## src/rtl/mbox_pkg.sv

```systemverilog
package mbox_pkg;

  localparam int DW     = 32;
  localparam int AW     = 5;
  localparam int LEN_W  = 18;

  // register select decoded from dword offset reg_addr[4:2]
  typedef enum logic [2:0] {
    SEL_HDR  = 3'd0,
    SEL_CAP  = 3'd1,
    SEL_CTL  = 3'd2,
    SEL_STS  = 3'd3,
    SEL_WMB  = 3'd4,
    SEL_RMB  = 3'd5,
    SEL_NONE = 3'd7
  } reg_sel_e;

  // control and status bit positions
  localparam int CTL_ABORT = 0;
  localparam int CTL_IEN   = 1;
  localparam int CTL_START = 31;
  localparam int STS_BUSY  = 0;
  localparam int STS_ISTS  = 1;
  localparam int STS_ERR   = 2;
  localparam int STS_RDY   = 31;

  function automatic reg_sel_e decode_sel(input logic [AW-1:0] addr);
    case (addr[AW-1:2])
      3'd0:    decode_sel = SEL_HDR;
      3'd1:    decode_sel = SEL_CAP;
      3'd2:    decode_sel = SEL_CTL;
      3'd3:    decode_sel = SEL_STS;
      3'd4:    decode_sel = SEL_WMB;
      3'd5:    decode_sel = SEL_RMB;
      default: decode_sel = SEL_NONE;
    endcase
  endfunction

endpackage

```

## src/rtl/mbox_reqbuf.sv

```systemverilog
module mbox_reqbuf #(
  parameter int DEPTH = 16,
  localparam int CW = $clog2(DEPTH + 1),
  localparam int IW = $clog2(DEPTH)
) (
  input  logic          clk,
  input  logic          rst_n,
  input  logic          push,
  input  logic [31:0]   push_data,
  input  logic          flush,
  input  logic [IW-1:0] rd_idx,
  output logic [31:0]   rd_data,
  output logic [31:0]   hdr0,
  output logic [31:0]   hdr1,
  output logic [CW-1:0] count,
  output logic          ovf
);

  logic [31:0]   mem [DEPTH];
  logic [CW-1:0] count_q, count_d;
  logic          ovf_q, ovf_d;
  logic          full;
  logic          wr_en;

  assign full  = (count_q == CW'(DEPTH));
  assign wr_en = push & ~full & ~flush;

  always_comb begin
    count_d = count_q;
    ovf_d   = ovf_q;
    if (flush) begin
      count_d = '0;
      ovf_d   = 1'b0;
    end else if (push) begin
      if (full) ovf_d   = 1'b1;
      else      count_d = count_q + 1'b1;
    end
  end

  always_ff @(posedge clk or negedge rst_n) begin
    if (!rst_n) begin
      count_q <= '0;
      ovf_q   <= 1'b0;
    end else begin
      count_q <= count_d;
      ovf_q   <= ovf_d;
    end
  end

  always_ff @(posedge clk) begin
    if (wr_en) mem[count_q[IW-1:0]] <= push_data;
  end

  assign rd_data = mem[rd_idx];
  assign hdr0    = mem[0];
  assign hdr1    = mem[1];
  assign count   = count_q;
  assign ovf     = ovf_q;

  // occupancy never exceeds the buffer depth
  a_r4_count_bound: assert property (@(posedge clk) disable iff (!rst_n)
    count_q <= CW'(DEPTH));

  // a push into a full buffer leaves the occupancy unchanged
  a_r4_full_drop: assert property (@(posedge clk) disable iff (!rst_n)
    (push && full && !flush) |=> (count_q == CW'(DEPTH)) && ovf_q);

endmodule

```

## src/rtl/mbox_rspbuf.sv

```systemverilog
module mbox_rspbuf #(
  parameter int DEPTH = 16,
  localparam int CW = $clog2(DEPTH + 1),
  localparam int IW = $clog2(DEPTH)
) (
  input  logic        clk,
  input  logic        rst_n,
  input  logic        push,
  input  logic [31:0] push_data,
  input  logic        advance,
  input  logic        flush,
  output logic [31:0] cur_data,
  output logic        last
);

  logic [31:0]   mem [DEPTH];
  logic [CW-1:0] len_q, len_d;
  logic [CW-1:0] idx_q, idx_d;
  logic          full;
  logic          wr_en;

  assign full  = (len_q == CW'(DEPTH));
  assign wr_en = push & ~full & ~flush;
  assign last  = ((idx_q + 1'b1) >= len_q);

  always_comb begin
    len_d = len_q;
    idx_d = idx_q;
    if (flush) begin
      len_d = '0;
      idx_d = '0;
    end else begin
      if (wr_en)   len_d = len_q + 1'b1;
      if (advance) idx_d = idx_q + 1'b1;
    end
  end

  always_ff @(posedge clk or negedge rst_n) begin
    if (!rst_n) begin
      len_q <= '0;
      idx_q <= '0;
    end else begin
      len_q <= len_d;
      idx_q <= idx_d;
    end
  end

  always_ff @(posedge clk) begin
    if (wr_en) mem[len_q[IW-1:0]] <= push_data;
  end

  assign cur_data = (idx_q < CW'(DEPTH)) ? mem[idx_q[IW-1:0]] : '0;

  // a flush leaves the response buffer empty and rewound
  a_r8_flush_empty: assert property (@(posedge clk) disable iff (!rst_n)
    flush |=> (len_q == '0) && (idx_q == '0));

endmodule

```

## src/rtl/mbox_match.sv

```systemverilog
module mbox_match #(
  parameter int NUM_PROTO = 2,
  parameter logic [NUM_PROTO*24-1:0] PROTO_TABLE = {24'h01_0001, 24'h00_0001},
  localparam int PW = (NUM_PROTO > 1) ? $clog2(NUM_PROTO) : 1
) (
  input  logic [31:0]   dword0,
  output logic          hit,
  output logic [PW-1:0] hit_idx
);

  logic [NUM_PROTO-1:0] eq;

  for (genvar g = 0; g < NUM_PROTO; g++) begin : g_cmp
    assign eq[g] = (dword0 == {8'h00, PROTO_TABLE[g*24 +: 24]});
  end

  // lowest matching index wins
  always_comb begin
    hit     = 1'b0;
    hit_idx = '0;
    for (int i = NUM_PROTO - 1; i >= 0; i--) begin
      if (eq[i]) begin
        hit     = 1'b1;
        hit_idx = PW'(i);
      end
    end
  end

endmodule

```

## src/rtl/mbox_regif.sv

```systemverilog
module mbox_regif
  import mbox_pkg::*;
#(
  parameter int DEPTH = 16,
  parameter int NUM_PROTO = 2,
  parameter logic [NUM_PROTO*24-1:0] PROTO_TABLE = {24'h01_0001, 24'h00_0001},
  parameter bit INTR_SUP = 1'b1,
  parameter logic [10:0] INTR_MSG = 11'h005,
  localparam int CW = $clog2(DEPTH + 1),
  localparam int IW = $clog2(DEPTH),
  localparam int PW = (NUM_PROTO > 1) ? $clog2(NUM_PROTO) : 1
) (
  input  logic          clk,
  input  logic          rst_n,
  input  logic          reg_wr,
  input  logic          reg_rd,
  input  logic [4:0]    reg_addr,
  input  logic [31:0]   reg_wdata,
  output logic [31:0]   reg_rdata,
  output logic          rsp_start,
  output logic [PW-1:0] rsp_proto,
  input  logic [IW-1:0] rq_idx,
  output logic [31:0]   rq_data,
  input  logic          rs_we,
  input  logic [31:0]   rs_data,
  input  logic          rsp_done,
  input  logic          rsp_discard,
  output logic          irq
);

  reg_sel_e sel;
  assign sel = decode_sel(reg_addr);

  // state
  logic busy_q, busy_d;
  logic ready_q, ready_d;
  logic error_q, error_d;
  logic ien_q, ien_d;
  logic ists_q, ists_d;
  logic irq_q, irq_d;
  logic start_q, start_d;
  logic [PW-1:0] proto_q, proto_d;

  // buffer interfaces
  logic [31:0]   hdr0, hdr1, rsp_cur;
  logic [CW-1:0] req_cnt;
  logic          req_ovf, rsp_last;
  logic          hit;
  logic [PW-1:0] hit_idx;

  // decoded events
  logic wr_ctl, wr_sts, wr_wmb, wr_rmb;
  logic abort, go, len_ok, go_ok, done_ok, disc_ok;
  logic advance, drain_last, flush_all, req_flush, rsp_push;

  assign wr_ctl = reg_wr && (sel == SEL_CTL);
  assign wr_sts = reg_wr && (sel == SEL_STS);
  assign wr_wmb = reg_wr && (sel == SEL_WMB);
  assign wr_rmb = reg_wr && (sel == SEL_RMB);

  assign abort   = wr_ctl & reg_wdata[CTL_ABORT];
  assign go      = wr_ctl & reg_wdata[CTL_START] & ~reg_wdata[CTL_ABORT] & ~busy_q;
  assign len_ok  = (req_cnt >= CW'(2)) && (hdr1[LEN_W-1:0] == LEN_W'(req_cnt));
  assign go_ok   = go & hit & ~req_ovf & len_ok;
  assign done_ok = rsp_done & busy_q & ~abort;
  assign disc_ok = rsp_discard & ~rsp_done & busy_q & ~abort;

  assign advance    = wr_rmb & ready_q & ~abort;
  assign drain_last = advance & rsp_last;
  assign flush_all  = abort | (go & ~go_ok) | disc_ok | drain_last;
  assign req_flush  = flush_all | done_ok;
  assign rsp_push   = rs_we & busy_q & ~abort;

  mbox_reqbuf #(.DEPTH(DEPTH)) u_req (
    .clk       (clk),
    .rst_n     (rst_n),
    .push      (wr_wmb),
    .push_data (reg_wdata),
    .flush     (req_flush),
    .rd_idx    (rq_idx),
    .rd_data   (rq_data),
    .hdr0      (hdr0),
    .hdr1      (hdr1),
    .count     (req_cnt),
    .ovf       (req_ovf)
  );

  mbox_rspbuf #(.DEPTH(DEPTH)) u_rsp (
    .clk       (clk),
    .rst_n     (rst_n),
    .push      (rsp_push),
    .push_data (rs_data),
    .advance   (advance),
    .flush     (flush_all),
    .cur_data  (rsp_cur),
    .last      (rsp_last)
  );

  mbox_match #(.NUM_PROTO(NUM_PROTO), .PROTO_TABLE(PROTO_TABLE)) u_match (
    .dword0  (hdr0),
    .hit     (hit),
    .hit_idx (hit_idx)
  );

  // next state
  always_comb begin
    busy_d  = busy_q;
    ready_d = ready_q;
    error_d = error_q;
    ien_d   = ien_q;
    start_d = go_ok;
    proto_d = go_ok ? hit_idx : proto_q;

    if (wr_ctl) ien_d = reg_wdata[CTL_IEN];

    if (abort) begin
      busy_d  = 1'b0;
      ready_d = 1'b0;
      error_d = 1'b0;
    end else begin
      if (go_ok)             busy_d  = 1'b1;
      if (done_ok | disc_ok) busy_d  = 1'b0;
      if (done_ok)           ready_d = 1'b1;
      if (drain_last)        ready_d = 1'b0;
      if (disc_ok)           error_d = 1'b1;
    end

    irq_d = INTR_SUP & ien_q & ((ready_d & ~ready_q) | (error_d & ~error_q));

    ists_d = ists_q;
    if (irq_d)                          ists_d = 1'b1;
    else if (wr_sts & reg_wdata[STS_ISTS]) ists_d = 1'b0;
  end

  always_ff @(posedge clk or negedge rst_n) begin
    if (!rst_n) begin
      busy_q  <= 1'b0;
      ready_q <= 1'b0;
      error_q <= 1'b0;
      ien_q   <= 1'b0;
      ists_q  <= 1'b0;
      irq_q   <= 1'b0;
      start_q <= 1'b0;
      proto_q <= '0;
    end else begin
      busy_q  <= busy_d;
      ready_q <= ready_d;
      error_q <= error_d;
      ien_q   <= ien_d;
      ists_q  <= ists_d;
      irq_q   <= irq_d;
      start_q <= start_d;
      proto_q <= proto_d;
    end
  end

  // read path
  always_comb begin
    reg_rdata = '0;
    if (reg_rd) begin
      case (sel)
        SEL_CAP: reg_rdata = {20'h0, INTR_MSG, INTR_SUP};
        SEL_CTL: reg_rdata[CTL_IEN] = ien_q;
        SEL_STS: begin
          reg_rdata[STS_BUSY] = busy_q;
          reg_rdata[STS_ISTS] = ists_q;
          reg_rdata[STS_ERR]  = error_q;
          reg_rdata[STS_RDY]  = ready_q;
        end
        SEL_RMB: reg_rdata = ready_q ? rsp_cur : '0;
        default: reg_rdata = '0;
      endcase
    end
  end

  assign rsp_start = start_q;
  assign rsp_proto = proto_q;
  assign irq       = irq_q;

  // the responder is only started together with busy
  a_r5_start_busy: assert property (@(posedge clk) disable iff (!rst_n)
    rsp_start |-> busy_q);

  // busy and ready are never set together
  a_r7_busy_ready_excl: assert property (@(posedge clk) disable iff (!rst_n)
    !(busy_q && ready_q));

  // an abort leaves the block idle
  a_r9_abort_idle: assert property (@(posedge clk) disable iff (!rst_n)
    abort |=> !busy_q && !ready_q && !error_q);

  // every interrupt pulse follows a rising ready or error flag
  a_r11_irq_cause: assert property (@(posedge clk) disable iff (!rst_n)
    irq |-> ((ready_q && !$past(ready_q)) || (error_q && !$past(error_q))));

  // no interrupt pulse while interrupts were disabled
  a_r11_irq_enabled: assert property (@(posedge clk) disable iff (!rst_n)
    irq |-> $past(ien_q));

  // interrupt pulses last a single cycle
  a_r11_irq_single: assert property (@(posedge clk) disable iff (!rst_n)
    irq |=> !irq);

endmodule

```

## config.mk

```make
export PLATFORM = sky130hd
export DESIGN_NAME = mbox_regif
export DESIGN_NICKNAME = d
export VERILOG_FILES = /design/src/rtl/mbox_pkg.sv /design/src/rtl/mbox_reqbuf.sv /design/src/rtl/mbox_rspbuf.sv /design/src/rtl/mbox_match.sv /design/src/rtl/mbox_regif.sv
export SDC_FILE = /design/constraint.sdc
export NUM_CORES = 1
export LEC_CHECK = 0
export ABC_AREA = 1
export BUFFER_PORTS_ARGS = -buffer_cell sky130_fd_sc_hd__buf_2
export CAP_MARGIN = 0
export CORE_UTILIZATION = 30
export DETAILED_ROUTE_END_ITERATION = 8
export PLACE_DENSITY = 0.45
export SYNTH_ARGS = -nofsm -noshare
export SYNTH_HDL_FRONTEND = slang
export SYNTH_SLANG_ARGS = --single-unit
```

## constraint.sdc

```tcl
create_clock -name clk -period 6.95 [get_ports clk]
set_clock_uncertainty 0.15 [all_clocks]
set_input_delay 0.695 -clock clk [delete_from_list [all_inputs] [get_ports clk]]
set_output_delay 0.695 -clock clk [all_outputs]
set_load 0.1 [all_outputs]
```

==> impl.org, run 1 <==
** Synth
- Count of synthesis-stage warnings from yosys :: 0
- Library cell with the largest summed area after synthesis :: sky130_fd_sc_hd__edfxtp_1
- Most used flip-flop cell after synthesis :: sky130_fd_sc_hd__edfxtp_1
- Xor/xnor share of the synthesized area :: 0.00167
- Number of standard cells after synthesis :: 3086
- Of the synthesized area, sequential elements account for 0.747.
- Simple-Gate Fraction of Synth Area :: 0.0696
- In the synthesized netlist the async set-or-reset flop fraction comes to 0.0229.
- Yosys top cell area share :: 0.732
- Number of register bits inferred by synthesis :: 1048
- Count of cell types in the netlist :: 39
- Averaged over all synthesized cells, the footprint is 13.6 um^2.
- By area, the combinational part of the netlist is dominated by compound AO/OA/AOI/OAI gates.
- The synthesized netlist occupies a cell area of 42000 um^2.
- Of the total synthesized cell area, the portion taken by full adders, half adders and majority gates is 0.00417.
- EDFF count, synth :: 1024
- Ranking of synthesized cells by area :: sky130_fd_sc_hd__edfxtp_1, sky130_fd_sc_hd__o21ai_0, sky130_fd_sc_hd__mux2i_1, sky130_fd_sc_hd__a21oi_1, sky130_fd_sc_hd__nand2_1
- Synthesized-area fraction occupied by ao, oa, aoi and oai cells :: 0.110
- Of the post-synthesis cell area, the part taken by muxes is 0.0307.
- Syn nets :: 3180

** CTS
- Largest buffer count on any clock path :: 3
- Clock-pin slew was measured on the worst setup and hold paths at 60 ps.
- Resize count post-CTS :: 0
- Total number of clock tree sinks :: 1048
- Root buffer cell :: sky130_fd_sc_hd__clkbuf_16
- Number of clock buffers inserted by TritonCTS :: 113
- H-Tree Depth :: 3
- Clock latency on the worst-skew pair :: 730 ps
- CTS tree :: built

** Final layout
- Number of nets in the finished design :: 3318
- Area growth, synth to finish :: 15.9%
- Ratio of cells with drive above 1 in the final layout :: 0.128
- Final Instance Count excl. Fillers :: 5182
- Measured on the finished design, the core utilization comes to 0.352.
- The finished cells cover 48700 um^2.

** Die
- The die is 376 um wide.
- 147 I/O pins were placed.
- Initial standard-cell utilization of the core :: 0.304
- From bottom edge to top edge, the die measures 376 um.
- Cell Rows :: 136
- Core area :: 138000 um^2
- Area of the die :: 141000 um^2

** Routing
- Total via count in the routed design :: 25.1k
- Remaining antenna violation count :: 0
- In this run, the number of DRC markers left after iteration 0 of detailed routing was 1918.
- Using the TritonRoute via totals, the vias-per-cell ratio works out to 4.85.
- In the routed design, unresolved DRC markers number 0.
- In the final routed layout, each cell accounts on average for 22.4 um.
- The first TritonRoute pass finished after 5 iterations.
- The final layout contains routed wiring with a total length of 116000 um.

** Pwr
- For this design the static power due to leakage is 16.6 nW.
- VDD sags by at most 248 uV.
- Cell Pwr Density :: 315 nW/um^2

** Timing
- Hold Fails Final Rpt :: 0
- Final Setup Violations :: 0
- Highest Clock Rate :: 0.182 GHz
- Slew at the pin closest to its max-slew limit :: 1070 ps
- Final Worst Setup Slack :: 1450 ps
- The worst pin sits at a relative slew slack of 0.288.
- The number of pins exceeding their max-slew limit in the final report is 0.
- Setup repair after global routing missed its margin :: false
- For the final routed database, the setup TNS stands at 0 ps.
- Minimum period implied by the final worst setup slack :: 5500 ps
- Final worst-path cycle share :: 0.791

** Worst setup path
- For this design, the slowest cell found on the critical path is sky130_fd_sc_hd__buf_4.
- The critical path is of the register to output port type.
- CP startpoint kind :: register
- STA classifies the critical path endpoint as an output port.
- The most numerous cell type found on the critical path is sky130_fd_sc_hd__a21oi_1.
- In this design, the stage delay of the slowest critical-path cell is 730 ps.
- Critical path peak fanout :: 178
- CP cell instances :: buf_4 > buf_12 > a21oi_1 > a221oi_1 > o21ai_0 > a21oi_1 > buf_2
- Endpoint required time on the critical path :: 6110 ps
- Data arrival, critical path :: 4650 ps

** GRT
- Global-route wire length before repair :: 170000 um
- The number of global-route vias before repair came to 24.6k.
- Summed over all layers, the global routing overflow is 0.
- Across every metal layer, demand over resource in global routing totals 0.162.
- The number of antenna violations at the first check in global routing came to 23.
- Entering global routing, the biggest net connects 179 pins.

** Placement
- Once placement completed, the tool counted placed cells totaling 4971.
- Placement Setup Slack :: 2110 ps
- In this run the tool buffered the top-level ports with 144 buffer cells.
- At the end of routability-driven placement, the weighted congestion stood at 0.736.
- Once detailed placement completed, the half-perimeter wirelength came to 62300 um.
- Summing all placed instances gives a cell area of 45100 um^2.

** Worst hold path
- Worst min-delay path class :: primary input to register

** Run status
- The flow ran to the end, and the final reports show no timing, DRC or antenna violations.

** Job
- Max Cap Violations :: 0
==> path summary, 6_finish.rpt <==
check,from,end,slack [ps],cells past startpoint
setup / recovery,u_rsp.idx_q[0],reg_rdata[23],1450,7
hold / removal,reg_wr,ists_q,130,4
setup reg to reg,u_rsp.idx_q[0],u_rsp.mem[15][14],2300,12
hold reg to reg,ists_q,ists_q,340,2
max in group asynchronous,rst_n,u_rsp.idx_q[1],5720,2
min in group asynchronous,rst_n,ists_q,400,2
==> state kept, by name (all words and copies together), names as in the netlist, 5 cells and up <==
name         flops
u_req.mem      512
u_rsp.mem      512
u_req.count      5
u_rsp.idx_q      5
u_rsp.len_q      5
==> worst max-delay path: cells and delay by family, from the launching register on <==
| kind | cells | cell delay [ps] |
|---|---|---|
| compound gates | 4 | 1090 |
| buf+inv | 3 | 1890 |
| flops | 1 | 680 |
==> routing by layer <==
layer	GRT usage	vias up	share of wire
met2	0.268	554	0.48
met4	0.0397	24	0.018
met3	0.0322	167	0.051
met1	0.219	12600	0.45
met5	0	-	0.0013
li1	-	11700	-
==> layout make-up <==
class	count	area [um^2]
sequential	1048	31400
clock inverter	54	503
clock buffer	153	3060
antenna	3	7.51
tap	1863	2330
inverter	199	757
multi-input combinational	1649	9330
fill	13600	89500
timing repair buffer	213	1310
==> report_power, final <==
part           total (mW)  internal, mW  switching [mW]  leakage [nW]
clock network        5.82          3.33            2.48          1.74
registers            7.10          6.99           0.110          9.52
logic                2.41         0.617            1.79          5.39
==> cell usage after synthesis (2+ instances only) <==
| master | count |
|---|---|
| sky130_fd_sc_hd__nor2_1 | 244 |
| sky130_fd_sc_hd__nand2_2 | 2 |
| sky130_fd_sc_hd__clkinv_1 | 4 |
| sky130_fd_sc_hd__inv_2 | 6 |
| sky130_fd_sc_hd__mux2i_1 | 129 |
| sky130_fd_sc_hd__o221ai_1 | 24 |
| sky130_fd_sc_hd__edfxtp_1 | 1024 |
| sky130_fd_sc_hd__o22ai_1 | 30 |
| sky130_fd_sc_hd__a221oi_1 | 20 |
| sky130_fd_sc_hd__xor2_1 | 8 |
| sky130_fd_sc_hd__a32o_1 | 2 |
| sky130_fd_sc_hd__buf_2 | 48 |
| sky130_fd_sc_hd__a31oi_1 | 11 |
| sky130_fd_sc_hd__o211ai_1 | 134 |
| sky130_fd_sc_hd__a311oi_1 | 3 |
| sky130_fd_sc_hd__inv_1 | 189 |
| sky130_fd_sc_hd__o21ai_0 | 346 |
| sky130_fd_sc_hd__nor3_1 | 6 |
| sky130_fd_sc_hd__nor2_4 | 2 |
| sky130_fd_sc_hd__nand3_1 | 109 |
| sky130_fd_sc_hd__nand2_1 | 292 |
| sky130_fd_sc_hd__nand3_2 | 4 |
| sky130_fd_sc_hd__a211oi_1 | 3 |
| sky130_fd_sc_hd__buf_4 | 11 |
| sky130_fd_sc_hd__ha_1 | 14 |
| sky130_fd_sc_hd__a21oi_1 | 228 |
| sky130_fd_sc_hd__nand4_1 | 29 |
| sky130_fd_sc_hd__dfrtp_1 | 24 |
| sky130_fd_sc_hd__clkbuf_1 | 124 |
| sky130_fd_sc_hd__buf_1 | 7 |
==> stage by stage <==
| stage | hold WS (ps) | power (mW) |
|---|---|---|
| floorplan | 249 | 8.84 |
| global placement | 318 | 9.67 |
| detailed placement | 320 | 9.67 |
| CTS | 89.1 | 15.5 |
| global route | 139 | 16.0 |
| finish | 135 | 15.3 |
==> cell families (layout without fill, tap and decap cells) <==
kind of cell / count (synthesis) / after routing
DFF: 1048 / 1048
AOI/OAI and AO/OA: 804 / 804
and+or+nand+nor: 694 / 694
buffers and inverters: 389 / 619
muxes: 129 / 129
adders and majority gates: 14 / 14
xor gates and xnor gates: 8 / 8
other: 0 / 3
==> cells in the final DEF, fill, tap and decap left out, types with 3 or more instances in the layout <==
cell                        synthesis  final
sky130_fd_sc_hd__nand2_1          292    291
sky130_fd_sc_hd__clkinv_1           4     25
sky130_fd_sc_hd__a311oi_1           3      3
sky130_fd_sc_hd__dfrtp_1           24     21
sky130_fd_sc_hd__buf_2             48    141
sky130_fd_sc_hd__ha_1              14     14
sky130_fd_sc_hd__mux2i_1          129    129
sky130_fd_sc_hd__nand3_2            4      4
sky130_fd_sc_hd__o21ai_0          346    346
sky130_fd_sc_hd__xor2_1             8      8
sky130_fd_sc_hd__clkinv_8           0      3
sky130_fd_sc_hd__o221ai_1          24     24
sky130_fd_sc_hd__o22ai_1           30     30
sky130_fd_sc_hd__inv_2              6      8
sky130_fd_sc_hd__nor3_1             6      6
sky130_fd_sc_hd__clkinv_2           0     18
sky130_fd_sc_hd__nand2_2            2      3
sky130_fd_sc_hd__clkbuf_1         124     34
sky130_fd_sc_hd__a211oi_1           3      3
sky130_fd_sc_hd__buf_4             11     66
sky130_fd_sc_hd__nand3_1          109    109
sky130_fd_sc_hd__a221oi_1          20     20
sky130_fd_sc_hd__clkbuf_16          0    115
sky130_fd_sc_hd__inv_1            189    187
sky130_fd_sc_hd__a21oi_1          228    228
sky130_fd_sc_hd__a31oi_1           11     11
sky130_fd_sc_hd__edfxtp_1        1024   1024
sky130_fd_sc_hd__buf_12             0      4
sky130_fd_sc_hd__diode_2            0      3
sky130_fd_sc_hd__nor2_4             2     35
sky130_fd_sc_hd__bufinv_16          0      7
sky130_fd_sc_hd__clkbuf_8           0      4
sky130_fd_sc_hd__nor2_1           244    211
sky130_fd_sc_hd__o211ai_1         134    134
sky130_fd_sc_hd__nand4_1           29     29
==> timing repair <==
action / CTS / global route
hold buffers: 1 / 0
buffers inserted: 0 / 0
hold endpoints to repair: 24 / 0
Power figures use the tool's default switching activity.
==> inputs of run 2 (changes only) <==
--- a/config.mk
+++ b/config.mk
@@ -5,12 +5,12 @@
 export SDC_FILE = /design/constraint.sdc
 export NUM_CORES = 1
 export LEC_CHECK = 0
-export ABC_AREA = 1
+export ABC_AREA = 0
 export BUFFER_PORTS_ARGS = -buffer_cell sky130_fd_sc_hd__buf_2
 export CAP_MARGIN = 0
 export CORE_UTILIZATION = 30
 export DETAILED_ROUTE_END_ITERATION = 8
-export PLACE_DENSITY = 0.45
+export PLACE_DENSITY = 0.47
 export SYNTH_ARGS = -nofsm -noshare
 export SYNTH_HDL_FRONTEND = slang
 export SYNTH_SLANG_ARGS = --single-unit
==> constraint.sdc (replaced) <==
create_clock -name clk -period 4.9 [get_ports clk]
set_clock_uncertainty 0.15 [all_clocks]
set_input_delay 0.49 -clock clk [delete_from_list [all_inputs] [get_ports clk]]
set_output_delay 0.49 -clock clk [all_outputs]
set_load 0.1 [all_outputs]
==> impl.org, run 2 <==
** Run status
- Result of the run :: finished, final reports clean

** Synth
- Simple-Gate Fraction of Synth Area :: 0.0262
- Most used flip-flop cell after synthesis :: sky130_fd_sc_hd__edfxtp_1
- Xor/xnor share of the synthesized area :: 0.00321
- Count of synthesis-stage warnings from yosys :: 0
- Summed over all instances, the cell type with the most area after synthesis is sky130_fd_sc_hd__edfxtp_1.
- Of the total synthesized cell area, the portion taken by full adders, half adders and majority gates is 0.00428.
- Counting instances in the post-synthesis netlist gives the leading cell types as sky130_fd_sc_hd__edfxtp_1, sky130_fd_sc_hd__mux4_2, sky130_fd_sc_hd__mux2i_1.
- Yosys instantiated no cell more often than sky130_fd_sc_hd__edfxtp_1.
- Multiplexer share of the synthesized area :: 0.166
- Number of register bits inferred by synthesis :: 1048
- Average footprint of a synthesized cell :: 22.2 um^2
- Yosys attributes the largest share of cell area to sky130_fd_sc_hd__edfxtp_1, sky130_fd_sc_hd__mux4_2, sky130_fd_sc_hd__mux2i_1, sky130_fd_sc_hd__dfrtp_1, sky130_fd_sc_hd__a221oi_1.
- Synthesis produced a netlist whose cell count is 1842.
- EDFF count, synth :: 1024
- Of the post-synthesis cell area, the dominant cell type holds 0.752.
- The synthesized netlist occupies a cell area of 40900 um^2.
- After synthesis, the largest family of logic cells by area is multiplexers.
- The netlist uses 53 different library cells.
- After synthesis, the share of flip-flops with an asynchronous set or reset is 0.0229.
- Syn nets :: 1936
- Synthesized-area fraction occupied by ao, oa, aoi and oai cells :: 0.0191
- Share of synthesized area occupied by flip-flops and latches :: 0.766

** Die
- I/O pin count :: 147
- The floorplan has 135 rows.
- Initial standard-cell utilization of the core :: 0.302
- Area of the die :: 138000 um^2
- Core area :: 135000 um^2
- Floorplan die width :: 371 um
- Measured along the y axis, the die boundary spans 371 um.

** Worst setup path
- The critical path crosses 6 cells after its start point.
- Cell with the biggest individual delay on the critical path :: sky130_fd_sc_hd__dfrtp_4
- Counting both buffers and inverters, the worst setup path holds a total of 2.
- The worst setup path is of the register to output port kind.
- At the worst endpoint, the required time is 4260 ps.
- Of all nets on the critical path, the largest fanout is 45.
- Cell count of the worst reg-to-reg path :: 10
- CP startpoint kind :: register
- In this design, the stage delay of the slowest critical-path cell is 850 ps.
- Broken down by cell family, the worst path's largest delay share belongs to buffers and inverters.
- Data on the critical path arrives at its endpoint at 3910 ps.
- The worst setup path is captured at an output port.
- CP cell instances :: buf_6 > mux2i_1 > a221oi_1 > o21ai_1 > a21oi_1 > buf_2

** Worst hold path
- The path class of the tightest hold or removal check is primary input to register.
- Worst hold stages :: 1

** Placement
- Count of input and output buffers :: 144
- The congestion estimate from routability-driven global placement came to 0.736.
- Post-placement cell area :: 44300 um^2
- The HPWL after detailed placement is 57600 um.
- Dpl cells :: 3738
- Before CTS, the worst setup slack after placement is 856 ps.

** Job
- Max Cap Violations :: 0

** Timing
- Setup violations remaining at the end of the flow were counted as 0.
- Dividing the final minimum period by the clock period gives 0.929.
- The number of pins exceeding their max-slew limit in the final report is 0.
- In the post-route analysis, the smallest setup slack over all paths is 346 ps.
- Hold Fails Final Rpt :: 0
- Adding up every negative setup slack in the final design gives 0 ps.
- Slew HR :: 0.280
- After layout, the minimum clock period comes to 4550 ps.
- For this run, the top clock speed supported by timing is 0.220 GHz.
- Setup repair after global routing missed its margin :: false
- At the pin with the least slew margin, the transition time is 1080 ps.

** Final layout
- Fill cell instance count of the final layout :: 12.4k
- Of the cells placed in the final design, the portion with a size suffix greater than 1 is 0.315.
- Number of nets in the finished design :: 2232
- Leaving out fill and tap cells, the most frequent cell in the layout is sky130_fd_sc_hd__edfxtp_1.
- Final Instance Count excl. Fillers :: 4015
- Relative to the synthesized area, the layout overhead comes to 19.2%.
- Final non-filler cell area :: 48800 um^2
- The library cells used most frequently in the layout, excluding fill and tap cells, are sky130_fd_sc_hd__edfxtp_1, sky130_fd_sc_hd__mux4_2, sky130_fd_sc_hd__buf_2.

** CTS
- Total number of clock tree sinks :: 1048
- Largest buffer count on any clock path :: 3
- Clock latency on the worst-skew pair :: 710 ps
- The H-tree was split into 3 levels.
- TritonCTS built the clock tree.
- # Post-CTS Setup Buffers :: 0
- The cell sitting at the root of the clock tree is a sky130_fd_sc_hd__clkbuf_16.
- Number of clock buffers inserted by TritonCTS :: 111
- After clock tree synthesis, the clock-pin slew on the worst setup and hold paths is 60 ps.

** Pwr
- Power comes to 19.6 mW.
- Cell Pwr Density :: 401 nW/um^2
- Lkg Pwr :: 15.1 nW
- Max rail drop VDD :: 282 uV

** GRT
- The number of antenna violations at the first check in global routing is 13.
- The total overflow left after global routing is 0.
- All-layer global routing usage :: 0.148
- Global-route wire length before repair :: 147000 um
- Number of global-route vias before repair :: 20.9k
- Entering global routing, the biggest net connects 86 pins.

** Routing
- The pre-antenna-repair detailed-routing pass consisted of 7 iterations.
- Using the TritonRoute via totals, the vias-per-cell ratio works out to 4.90.
- After detailed routing, the average wire length per cell comes to 25.4 um.
- DRC violation count after routing :: 0
- The first routing iteration left 1553 violations.
- The routed design has 102000 um of wire.
- Total via count in the routed design :: 19.7k
- The count of nets left with antenna violations once routing finished came out at 0.
[run 2: final timing paths]
check                                      start                end  slack (ps)
worst max-delay path              u_rsp.idx_q[0]      reg_rdata[24]         350
worst min-delay path               reg_wdata[31]  u_req.mem[15][31]          70
worst max register to register    u_rsp.idx_q[0]   u_rsp.mem[1][26]         960
worst min register to register  u_req.mem[0][16]          rsp_proto         340
max in group asynchronous                  rst_n     u_rsp.idx_q[0]        3840
min in group asynchronous                  rst_n                irq         220
[run 2: final cells by class]
type / count / area [um^2] / share of cell area
multi-input combinational: 676 / 9240 / 0.190
clock inverter: 66 / 724 / 0.0149
inverter: 13 / 48.8 / 0.00100
timing repair buffer: 288 / 2150 / 0.0441
sequential: 1048 / 31400 / 0.643
clock buffer: 142 / 3010 / 0.0617
tap: 1781 / 2230 / 0.0457
antenna: 1 / 2.50 / 0.0000513
[run 2: per-stage QoR]
step	util	hold WS, ps
after floorplan	-	44.4
after global placement	0.328	310
after detailed placement	0.328	328
after CTS	0.360	8.69
after global routing	0.360	34.3
final	0.360	65.2
[run 2: metal layers]
| layer | wire [um] | share of wire | vias up | global-route usage |
|---|---|---|---|---|
| li1 | - | - | 8504 | - |
| met1 | 45700 | 0.45 | 10600 | 0.203 |
| met2 | 49500 | 0.49 | 469 | 0.243 |
| met3 | 4530 | 0.044 | 151 | 0.0246 |
| met4 | 2210 | 0.022 | 16 | 0.0434 |
| met5 | 100 | 0.00098 | - | 0 |
[run 2: power by group]
part | leakage [nW] | total [mW] | switching, mW | internal, mW
Clock | 1.82 | 8.57 | 3.45 | 5.12
Sequential | 9.52 | 9.95 | 0.0655 | 9.89
Combinational | 3.80 | 1.04 | 0.704 | 0.334
[run 2: kinds of logic after synthesis]
logic type / after synthesis
DFF: 1048
muxes: 342
and+or+nand+nor: 192
buffers and inverters: 118
AOI/OAI and AO/OA: 113
xor gates and xnor gates: 15
adders and majority gates: 14
[run 2: repair_timing]
| action | CTS | global route |
|---|---|---|
| hold endpoints to repair | 1005 | 0 |
| hold buffers | 68 | 0 |
| setup endpoints to repair | 0 | 1 |
| resized for setup | 0 | 1 |
